## src/rtl/seq_pkg.sv

```systemverilog
package seq_pkg;

    localparam int PC_W    = 14;
    localparam int INSTR_W = 24;
    localparam int CODE_W  = 9;
    localparam int ADDR_W  = 11;
    localparam int BANK_W  = 2;
    localparam int NFLAGS  = 6;

    typedef enum logic [1:0] {
        CL_ALU = 2'd0,
        CL_RET = 2'd1,
        CL_BRA = 2'd2,
        CL_IMM = 2'd3
    } iclass_t;

    typedef struct packed {
        logic s1;
        logic s0;
        logic ov1;
        logic ov0;
        logic z;
        logic c;
    } acc_flags_t;

    typedef struct packed {
        logic [1:0]        cls;
        logic [CODE_W-1:0] code;
        logic [ADDR_W-1:0] addr;
        logic [BANK_W-1:0] bank;
    } bra_word_t;

    typedef enum logic [1:0] {
        NX_SEQ = 2'd0,
        NX_TGT = 2'd1,
        NX_SO  = 2'd2,
        NX_POP = 2'd3
    } nxt_sel_t;

    typedef enum logic [1:0] {
        HI_KEEP = 2'd0,
        HI_ZERO = 2'd1,
        HI_ONE  = 2'd2
    } hi_mode_t;

    typedef struct packed {
        nxt_sel_t sel;
        hi_mode_t hi;
        logic     push;
        logic     pop;
    } seq_ctl_t;

    localparam logic [CODE_W-1:0] C_SO    = 9'h000;
    localparam logic [CODE_W-1:0] C_LJ0   = 9'h100;
    localparam logic [CODE_W-1:0] C_LJ1   = 9'h101;
    localparam logic [CODE_W-1:0] C_CALL0 = 9'h140;
    localparam logic [CODE_W-1:0] C_CALL1 = 9'h141;
    localparam logic [CODE_W-1:0] C_RQ0   = 9'h0BC;
    localparam logic [CODE_W-1:0] C_RQ1   = 9'h0BE;

    // Select one flag by its index in the fixed port order.
    function automatic logic pick_flag(acc_flags_t f, logic [2:0] idx);
        case (idx)
            3'd0:    pick_flag = f.c;
            3'd1:    pick_flag = f.z;
            3'd2:    pick_flag = f.ov0;
            3'd3:    pick_flag = f.ov1;
            3'd4:    pick_flag = f.s0;
            3'd5:    pick_flag = f.s1;
            default: pick_flag = 1'b0;
        endcase
    endfunction

endpackage

```

## src/rtl/cond_eval.sv

```systemverilog
module cond_eval
    import seq_pkg::*;
(
    input  logic [CODE_W-1:0] code,
    input  acc_flags_t        fa,
    input  acc_flags_t        fb,
    input  logic [3:0]        dp_low,
    input  logic              rqm,
    output logic              known,
    output logic              hit
);
    logic [4:0] k;
    logic       fbit;

    always_comb begin
        known = 1'b0;
        hit   = 1'b0;
        k     = code[5:1];
        fbit  = pick_flag(k[1] ? fb : fa, k[4:2]);
        if (code[8:6] == 3'b010) begin
            if (!code[0] && code[5:0] <= 6'h2E) begin
                // even codes: flag group in k[4:2], accumulator in k[1], polarity in k[0]
                known = 1'b1;
                hit   = (fbit == k[0]);
            end else if (code[5:2] == 4'b1100) begin
                known = 1'b1;
                case (code[1:0])
                    2'd0: hit = (dp_low == 4'h0);
                    2'd1: hit = (dp_low != 4'h0);
                    2'd2: hit = (dp_low == 4'hF);
                    2'd3: hit = (dp_low != 4'hF);
                endcase
            end else if (code == C_RQ0) begin
                known = 1'b1;
                hit   = !rqm;
            end else if (code == C_RQ1) begin
                known = 1'b1;
                hit   = rqm;
            end
        end
    end

endmodule

```

## src/rtl/branch_decode.sv

```systemverilog
module branch_decode
    import seq_pkg::*;
(
    input  bra_word_t w,
    input  logic      known,
    input  logic      hit,
    output seq_ctl_t  ctl
);
    always_comb begin
        ctl.sel  = NX_SEQ;
        ctl.hi   = HI_KEEP;
        ctl.push = 1'b0;
        ctl.pop  = 1'b0;
        case (iclass_t'(w.cls))
            CL_RET: begin
                ctl.sel = NX_POP;
                ctl.pop = 1'b1;
            end
            CL_BRA: begin
                case (w.code)
                    C_SO:  ctl.sel = NX_SO;
                    C_LJ0: begin ctl.sel = NX_TGT; ctl.hi = HI_ZERO; end
                    C_LJ1: begin ctl.sel = NX_TGT; ctl.hi = HI_ONE;  end
                    C_CALL0: begin
                        ctl.sel = NX_TGT; ctl.hi = HI_ZERO; ctl.push = 1'b1;
                    end
                    C_CALL1: begin
                        ctl.sel = NX_TGT; ctl.hi = HI_ONE; ctl.push = 1'b1;
                    end
                    default: if (known && hit) ctl.sel = NX_TGT;
                endcase
            end
            default: ctl.sel = NX_SEQ;
        endcase
    end

    // a word never both pushes and pops
    always_comb begin
        a_push_pop_excl_r11: assert (!(ctl.push && ctl.pop));
    end

endmodule

```

## src/rtl/return_stack.sv

```systemverilog
module return_stack #(
    parameter int DEPTH = 4,
    parameter int W     = 14
) (
    input  logic         clk,
    input  logic         rst,
    input  logic         push,
    input  logic         pop,
    input  logic [W-1:0] push_val,
    output logic [W-1:0] pop_val
);
    localparam int SPW = (DEPTH > 1) ? $clog2(DEPTH) : 1;

    logic [W-1:0]   mem [DEPTH];
    logic [SPW-1:0] sp;
    logic [SPW-1:0] sp_dec;

    assign sp_dec  = sp - 1'b1;
    assign pop_val = mem[sp_dec];

    always_ff @(posedge clk) begin
        if (rst) begin
            sp <= '0;
        end else if (push) begin
            sp <= sp + 1'b1;
        end else if (pop) begin
            sp <= sp_dec;
        end
    end

    for (genvar i = 0; i < DEPTH; i++) begin : g_slot
        always_ff @(posedge clk) begin
            if (rst) begin
                mem[i] <= '0;
            end else if (push && sp == SPW'(i)) begin
                mem[i] <= push_val;
            end
        end
    end

    p_push_sp_r10: assert property (@(posedge clk) disable iff (rst)
        push |=> sp == $past(sp) + 1'b1);

    p_pop_sp_r11: assert property (@(posedge clk) disable iff (rst)
        (pop && !push) |=> sp == $past(sp) - 1'b1);

endmodule

```

## src/rtl/prog_seq.sv

```systemverilog
module prog_seq
    import seq_pkg::*;
#(
    parameter int DEPTH = 4
) (
    input  logic               clk,
    input  logic               rst,
    input  logic               adv,
    input  logic [INSTR_W-1:0] instr,
    input  logic [NFLAGS-1:0]  flags_a,
    input  logic [NFLAGS-1:0]  flags_b,
    input  logic [3:0]         dp_low,
    input  logic               rqm,
    input  logic [15:0]        so_val,
    output logic [PC_W-1:0]    pc
);
    bra_word_t       w;
    seq_ctl_t        ctl;
    logic            known;
    logic            hit;
    logic [PC_W-1:0] pc_inc;
    logic [PC_W-1:0] target;
    logic [PC_W-1:0] pop_val;
    logic            hi_bit;

    assign w      = bra_word_t'(instr);
    assign pc_inc = pc + 1'b1;

    cond_eval u_cond (
        .code   (w.code),
        .fa     (acc_flags_t'(flags_a)),
        .fb     (acc_flags_t'(flags_b)),
        .dp_low (dp_low),
        .rqm    (rqm),
        .known  (known),
        .hit    (hit)
    );

    branch_decode u_dec (
        .w     (w),
        .known (known),
        .hit   (hit),
        .ctl   (ctl)
    );

    return_stack #(.DEPTH(DEPTH), .W(PC_W)) u_stk (
        .clk      (clk),
        .rst      (rst),
        .push     (adv && ctl.push),
        .pop      (adv && ctl.pop),
        .push_val (pc_inc),
        .pop_val  (pop_val)
    );

    always_comb begin
        case (ctl.hi)
            HI_ZERO: hi_bit = 1'b0;
            HI_ONE:  hi_bit = 1'b1;
            default: hi_bit = pc_inc[PC_W-1];
        endcase
        target = {hi_bit, w.bank, w.addr};
    end

    always_ff @(posedge clk) begin
        if (rst) begin
            pc <= '0;
        end else if (adv) begin
            case (ctl.sel)
                NX_TGT:  pc <= target;
                NX_SO:   pc <= so_val[PC_W-1:0];
                NX_POP:  pc <= pop_val;
                default: pc <= pc_inc;
            endcase
        end
    end

    p_hold_r2: assert property (@(posedge clk) disable iff (rst)
        !adv |=> $stable(pc));

    p_step_r3: assert property (@(posedge clk) disable iff (rst)
        (adv && (instr[23:22] == 2'b00 || instr[23:22] == 2'b11))
        |=> pc == $past(pc) + 1'b1);

    p_so_jump_r5: assert property (@(posedge clk) disable iff (rst)
        (adv && instr[23:13] == 11'b10_000000000)
        |=> pc == $past(so_val[PC_W-1:0]));

    p_call_hi_r10: assert property (@(posedge clk) disable iff (rst)
        (adv && instr[23:22] == 2'b10 && instr[21:14] == 8'hA0)
        |=> pc[PC_W-1] == $past(instr[13]));

endmodule

```

## config.mk

```make
export PLATFORM = sky130hd
export DESIGN_NAME = prog_seq
export DESIGN_NICKNAME = d
export VERILOG_FILES = /design/src/rtl/seq_pkg.sv /design/src/rtl/cond_eval.sv /design/src/rtl/branch_decode.sv /design/src/rtl/return_stack.sv /design/src/rtl/prog_seq.sv
export SDC_FILE = /design/constraint.sdc
export NUM_CORES = 1
export LEC_CHECK = 0
export BUFFER_PORTS_ARGS = -buffer_cell sky130_fd_sc_hd__buf_2
export CAP_MARGIN = 30
export CORE_MARGIN = 5
export CORE_UTILIZATION = 61
export CTS_CLUSTER_SIZE = 28
export DETAILED_ROUTE_END_ITERATION = 7
export PLACE_DENSITY = 0.86
export SLEW_MARGIN = 20
export SYNTH_ARGS = -nofsm -noshare
export SYNTH_HDL_FRONTEND = slang
export SYNTH_SLANG_ARGS = --single-unit
```

## constraint.sdc

```tcl
create_clock -name clk -period 7.13 [get_ports clk]
set_clock_uncertainty 0.15 [all_clocks]
set_input_delay 0.713 -clock clk [delete_from_list [all_inputs] [get_ports clk]]
set_output_delay 0.713 -clock clk [all_outputs]
set_load 0.01 [all_outputs]
```

# After elaboration in Yosys (flattened, before gate mapping)
# Memories as Yosys holds them, arrays and structs flattened.
# Index checks and enable logic that the tools add are counted.
# word_totals
n_memories	1
elab_cells	103
output_inout_bits	14
mem_bits_rw	56
register_bits	16
# mem_list
memory	words	width	rd	rd_ports_with_merged_regs	write_ports	line_no	rtl
u_stk.mem	4	14	1	0	4	return_stack.sv:14	logic [W-1:0] mem [DEPTH];
# classes
n_mux	42
n_eq_ne	29
bitwise	4
reduce_logical	21
add_sub_neg	3
magnitude_cmp	1
# op_table
operator	count
two-way mux 14 bit	4
case mux 14 bit (3 select lines)	1
== test 9 bit (second input constant)	4
two-way mux 1 bit	27
== test 9 x 8 -> 1 bit (second input constant)	2
== test 2 bit (second input constant)	8
adder 14 x 1 -> 14 bit (second input constant)	1
case mux 2 bit (2 select lines)	3
== test 2 x 1 -> 1 bit (second input constant)	5
== test 3 x 2 -> 1 bit (second input constant)	3
logical NOT 9 bit	1
== test 4 bit (second input constant)	2
logical AND 1 bit	8
== test 3 bit (second input constant)	2
<= comparator 6 bit (second input constant)	1
two-way mux 6 bit	1
case mux 1 bit (6 select lines)	1
OR reduction 2 bit	3
logical NOT 2 bit	2
logical NOT 4 bit	1
two-way mux 2 bit	2
!= test 4 bit (second input constant)	1
OR 1 bit	4
case mux 1 bit (4 select lines)	1
other kinds (11)	12

# Depth between registers and ports, before layout
# logic_depth
word_depth	12
depth_mapped	11
ltp_nobuf	9

# Hierarchy
# From an unflattened synthesis, not the netlist that was laid out.
# unflattened
hier_cells	391
hier_area_um2	4381.7
# by_module_without_submodules
mod	seq_area_each_um2	area_each_um2	cells_each	n_inst
return_stack	1721.7	2620.0	174	1
prog_seq	280.3	1348.8	162	1
cond_eval	0.0	276.5	37	1
branch_decode	0.0	136.4	18	1

# Worst setup path after synthesis
# OpenSTA, ideal clock, no wires.
# synth_path
path_type	in2reg
from	input port instr[14]
to	register pc[0]
slack_ns	4.167
stages	8
setup_time_ns	0.133
path_buffers	1
required_ns	6.847
arrival_ns	2.680
path_cell_list	buf_6 > or4_1 > mux2i_1 > mux2_2 > o2111ai_2 > o22ai_4 > a2111oi_0 > nor3_1
# synth_via
elab_chain_cells	12
elab_cells_between_ends	34
cone_classes	order compare (1); eq/ne (13); mux (15); reduce/logical (5)
# synth_lines
item	line_no	rtl
start, declared	prog_seq.sv:9	input logic [INSTR_W-1:0] instr,
== test 9 x 8 -> 1 bit	cond_eval.sv:36	end else if (code == C_RQ1) begin
two-way mux 1 bit	cond_eval.sv:36	
two-way mux 1 bit	cond_eval.sv:33	end else if (code == C_RQ0) begin
two-way mux 1 bit	cond_eval.sv:25	end else if (code[5:2] == 4'b1100) begin
two-way mux 1 bit	cond_eval.sv:21	if (!code[0] && code[5:0] <= 6'h2E) begin
two-way mux 1 bit	cond_eval.sv:20	if (code[8:6] == 3'b010) begin
logical AND 1 bit	branch_decode.sv:30	default: if (known && hit) ctl.sel = NX_TGT;
two-way mux 1 bit	branch_decode.sv:30	
case mux 2 bit (2 select lines) (*)	branch_decode.sv:20	case (w.code)
case mux 2 bit (2 select lines) (*)	branch_decode.sv:14	case (iclass_t'(w.cls))
== test 2 bit or == test 2 x 1 -> 1 bit (tied branches)	prog_seq.sv:68	case (ctl.sel)
case mux 14 bit (3 select lines) (*)	prog_seq.sv:68	
end signal, assigned	prog_seq.sv:69	NX_TGT: pc <= target;
end signal, assigned	prog_seq.sv:70	NX_SO: pc <= so_val[PC_W-1:0];
end signal, assigned	prog_seq.sv:71	NX_POP: pc <= pop_val;
end, declared	prog_seq.sv:15	output logic [PC_W-1:0] pc
# Every way passes the cells marked *; elsewhere a longest branch is shown, timed or not.
# A chain may end at the register's enable or synchronous reset.

# Worst setup path after layout
# layout_path
from	input port instr[23]
to	register pc[13]
# layout_via
elab_chain_cells	5
elab_cells_between_ends	11
cone_classes	eq/ne (7); mux (4)
# layout_lines
item	line_no	rtl
== test 2 bit	branch_decode.sv:14	
two-way mux 3 bit	branch_decode.sv:14	
== test 2 bit or == test 2 x 1 -> 1 bit (tied branches)	prog_seq.sv:56	case (ctl.hi)
case mux 1 bit (2 select lines)	prog_seq.sv:56	
case mux 14 bit (3 select lines) (*)	prog_seq.sv:68	
# Marks and branches as above.

==> results.md <==
* Power per cell area at 212 nW/um2
* Setup Crit Path Kind: in -> reg
* Nets at 527
* Share of flip-flops with an asynchronous set or reset at 0%
* Vias in the first global route at 3497
* Floorplan row count at 30
* Synth area leader: edfxtp_1
* Die height at 93.2 um
* Worst reg2reg startpoint: pc[0]
* Antenna violations before repair at 0
* Leakage at 1.76 nW
* WP data arrival at 3.13 ns
* Inserted Diodes at 0
* CTS H-tree depth at 3
* Top layer in use: met4
* Initial Utilization at 62.5%
* Hold path start: pc[10]
* Synth top area cells: edfxtp_1 (40%), mux4_2 (8.5%), dfxtp_1 (7.6%)
* Met3 wire len at 1250 um
* CP Data Required Time at 7.23 ns
* Placeable core area at 6760 um2
* Die W at 93.2 um
* Slowest cell on crit path: o211ai_2
* Period minus WS final at 3.04 ns
* Synth cell count leaders: nor2_1 (80), edfxtp_1 (56), nand2_1 (39)
* Wirelength per Cell at 20.1 um
* Synthesis-stage register bit count at 72
* Final Hold Vio Count at 0
* Fraction of layout cells with a size suffix above 1 at 26.1%
* CTS buffer count at 9
* Top cell type's share of synthesized area at 39.8%
* Worst-Skew Late Latency at 0.35 ns
* Worst setup path start: instr[23]
* Syn nets at 467
* Post-Syn Area at 4220 um2
* WL met2 at 5300 um
* Aggregate global-route resource usage at 26.1%
* Cts hold-fix bufs at 0
* Top_reg_cell synth: edfxtp_1
* Post-DP HPWL at 7720 um
* Io pins at 74
* Fin crit share at 42.6%
* Die area at 8680 um2
* Slew Viols, Final at 0
* Drt first pass iters at 5
* Peak Freq at 0.329 GHz
* Peak VDD IR at 150 uV
* Min-delay worst type: reg -> reg
* Post-synthesis sequential area ratio at 47.4%
* Post-DRT Antenna Nets at 0
* First-pass GRT wire length at 17200 um
* Average size of a mapped cell at 10.6 um2
* CTS tree: done
* Clk root buf: clkbuf_8
* CTS Buffer Depth at 2
* Pwr Total at 0.00102 W
* Max cap viols at 0
* Post-CTS sizing at 0
* Status: finished, final reports clean
* CP Max Fanout at 23
* Most frequent cell after synthesis: nor2_1
* Vias at 3571
* Vias/cell at 6.56
* Hold Worst Slack at 0.411 ns
* Type of origin of the critical path: input pin
* Clock slew at reported path FFs at 0.08 ns
* Congestion Overflow GR at 0
* Gate Count Post-Synth at 399
* Slew Limit Headroom at 39.5%
* Area Growth Syn to Fin at 13.3%
* CP Capture Type: flop
* Starting DRT DRC Count at 304
* Largest net degree at the start of global routing at 24
* Setup TNS at 0 ns
* RSZ-0062 raised after global routing: no
* Yosys warns at 0
* Setup Buffers After CTS at 0
* RePlAce Congestion at 0.969
* CP Cell Sequence: buf_2, inv_1, ha_1, a41oi_4, or3b_1, o211ai_2, a21oi_1, a32o_1
* Final WL at 10900 um
* Port Buffers at 71
* Max stage delay on crit path at 0.53 ns
* # DRC at 0
* Post-synth EDFFs at 56
* Final setup vio count at 0
* Netlist cell types at 64
* Slew at the pin closest to its max-slew limit at 0.900 ns
* Sink Count at 72
* Wire length on met1 at 3980 um
==> report_power, final <==
group / switching, W / total [W] / internal (W)
Sequential: 0.0000151 / 0.000483 / 0.000468
Combinational: 0.0000816 / 0.000139 / 0.0000577
Clock: 0.000158 / 0.000393 / 0.000235
==> state kept, by name (all words and copies together) (netlist names) <==
signal     flops
u_stk.mem     56
u_stk.sp       2
pc            14
==> cell type report <==
cell class / count / area (um2)
Multi-Input combinational cell: 293 / 2030
Tap cell: 80 / 100
Sequential cell: 72 / 2000
Fill cell: 472 / 1980
Clock buffer: 10 / 128
Clock inverter: 6 / 115
Timing Repair Buffer: 72 / 363
Inverter: 11 / 41.3
==> cells in the final DEF (no fill, tap or decap), types with 3 or more instances in the layout <==
cell type,instances
nor2_1,80
buf_2,71
edfxtp_1,56
nand2_1,39
a21oi_1,18
mux4_2,16
dfxtp_1,16
o21ai_0,14
nand3_1,12
xnor2_1,12
inv_1,10
nor3_1,10
clkbuf_8,9
ha_1,8
and3_1,6
mux2i_1,6
a32oi_1,4
a22oi_1,4
nor2b_1,4
and2_1,3
xor2_1,3
a211oi_1,3
a311oi_1,3
a221oi_1,3
o2bb2ai_1,3
bufinv_16,3
==> per-layer routing <==
metal  global-route usage [%]  vias to the layer above
met3                     7.48                       46
met2                     43.5                      237
met1                     31.1                     1692
met5                        0                        -
li1                         -                     1596
met4                     12.3                        0
==> cells by family (layout without fill, tap and decap cells) <==
group | count (synthesis) | after routing | share of synthesized area [%]
DFF | 72 | 72 | 47.4
AOI/OAI and AO/OA | 73 | 73 | 13.5
buffers and inverters | 34 | 99 | 4.42
adders and majority gates | 8 | 8 | 2.37
xor gates and xnor gates | 15 | 15 | 3.11
and+or+nand+nor | 174 | 174 | 19.0
muxes | 23 | 23 | 10.2
==> worst paths after layout <==
path	slack (ns)	endpoint	cells after the start
worst max-delay path	4.09	pc[13]	8
worst min-delay path	0.41	pc[10]	2
worst max register to register	4.18	pc[13]	7
worst min register to register	0.41	pc[10]	2
==> metrics by stage <==
step                instance area (um2)  worst slack (ns)  utilization [%]  cells
global route                       4780              3.99             70.8    544
finish                             4780              4.09             70.8    544
CTS                                4780              4.14             70.8    544
detailed placement                 4540              3.76             67.2    528
floorplan                          4220              4.17                -    399
global placement                   4540              3.80             67.2    528
==> worst max-delay path, delay by kind of cell <==
kind / cells / cell delay [ns]
compound gates: 4 / 1.38
fa+ha+maj: 1 / 0.47
simple gates: 1 / 0.44
buf+inv: 2 / 0.13
No activity file was read; power rests on OpenSTA's default activity.
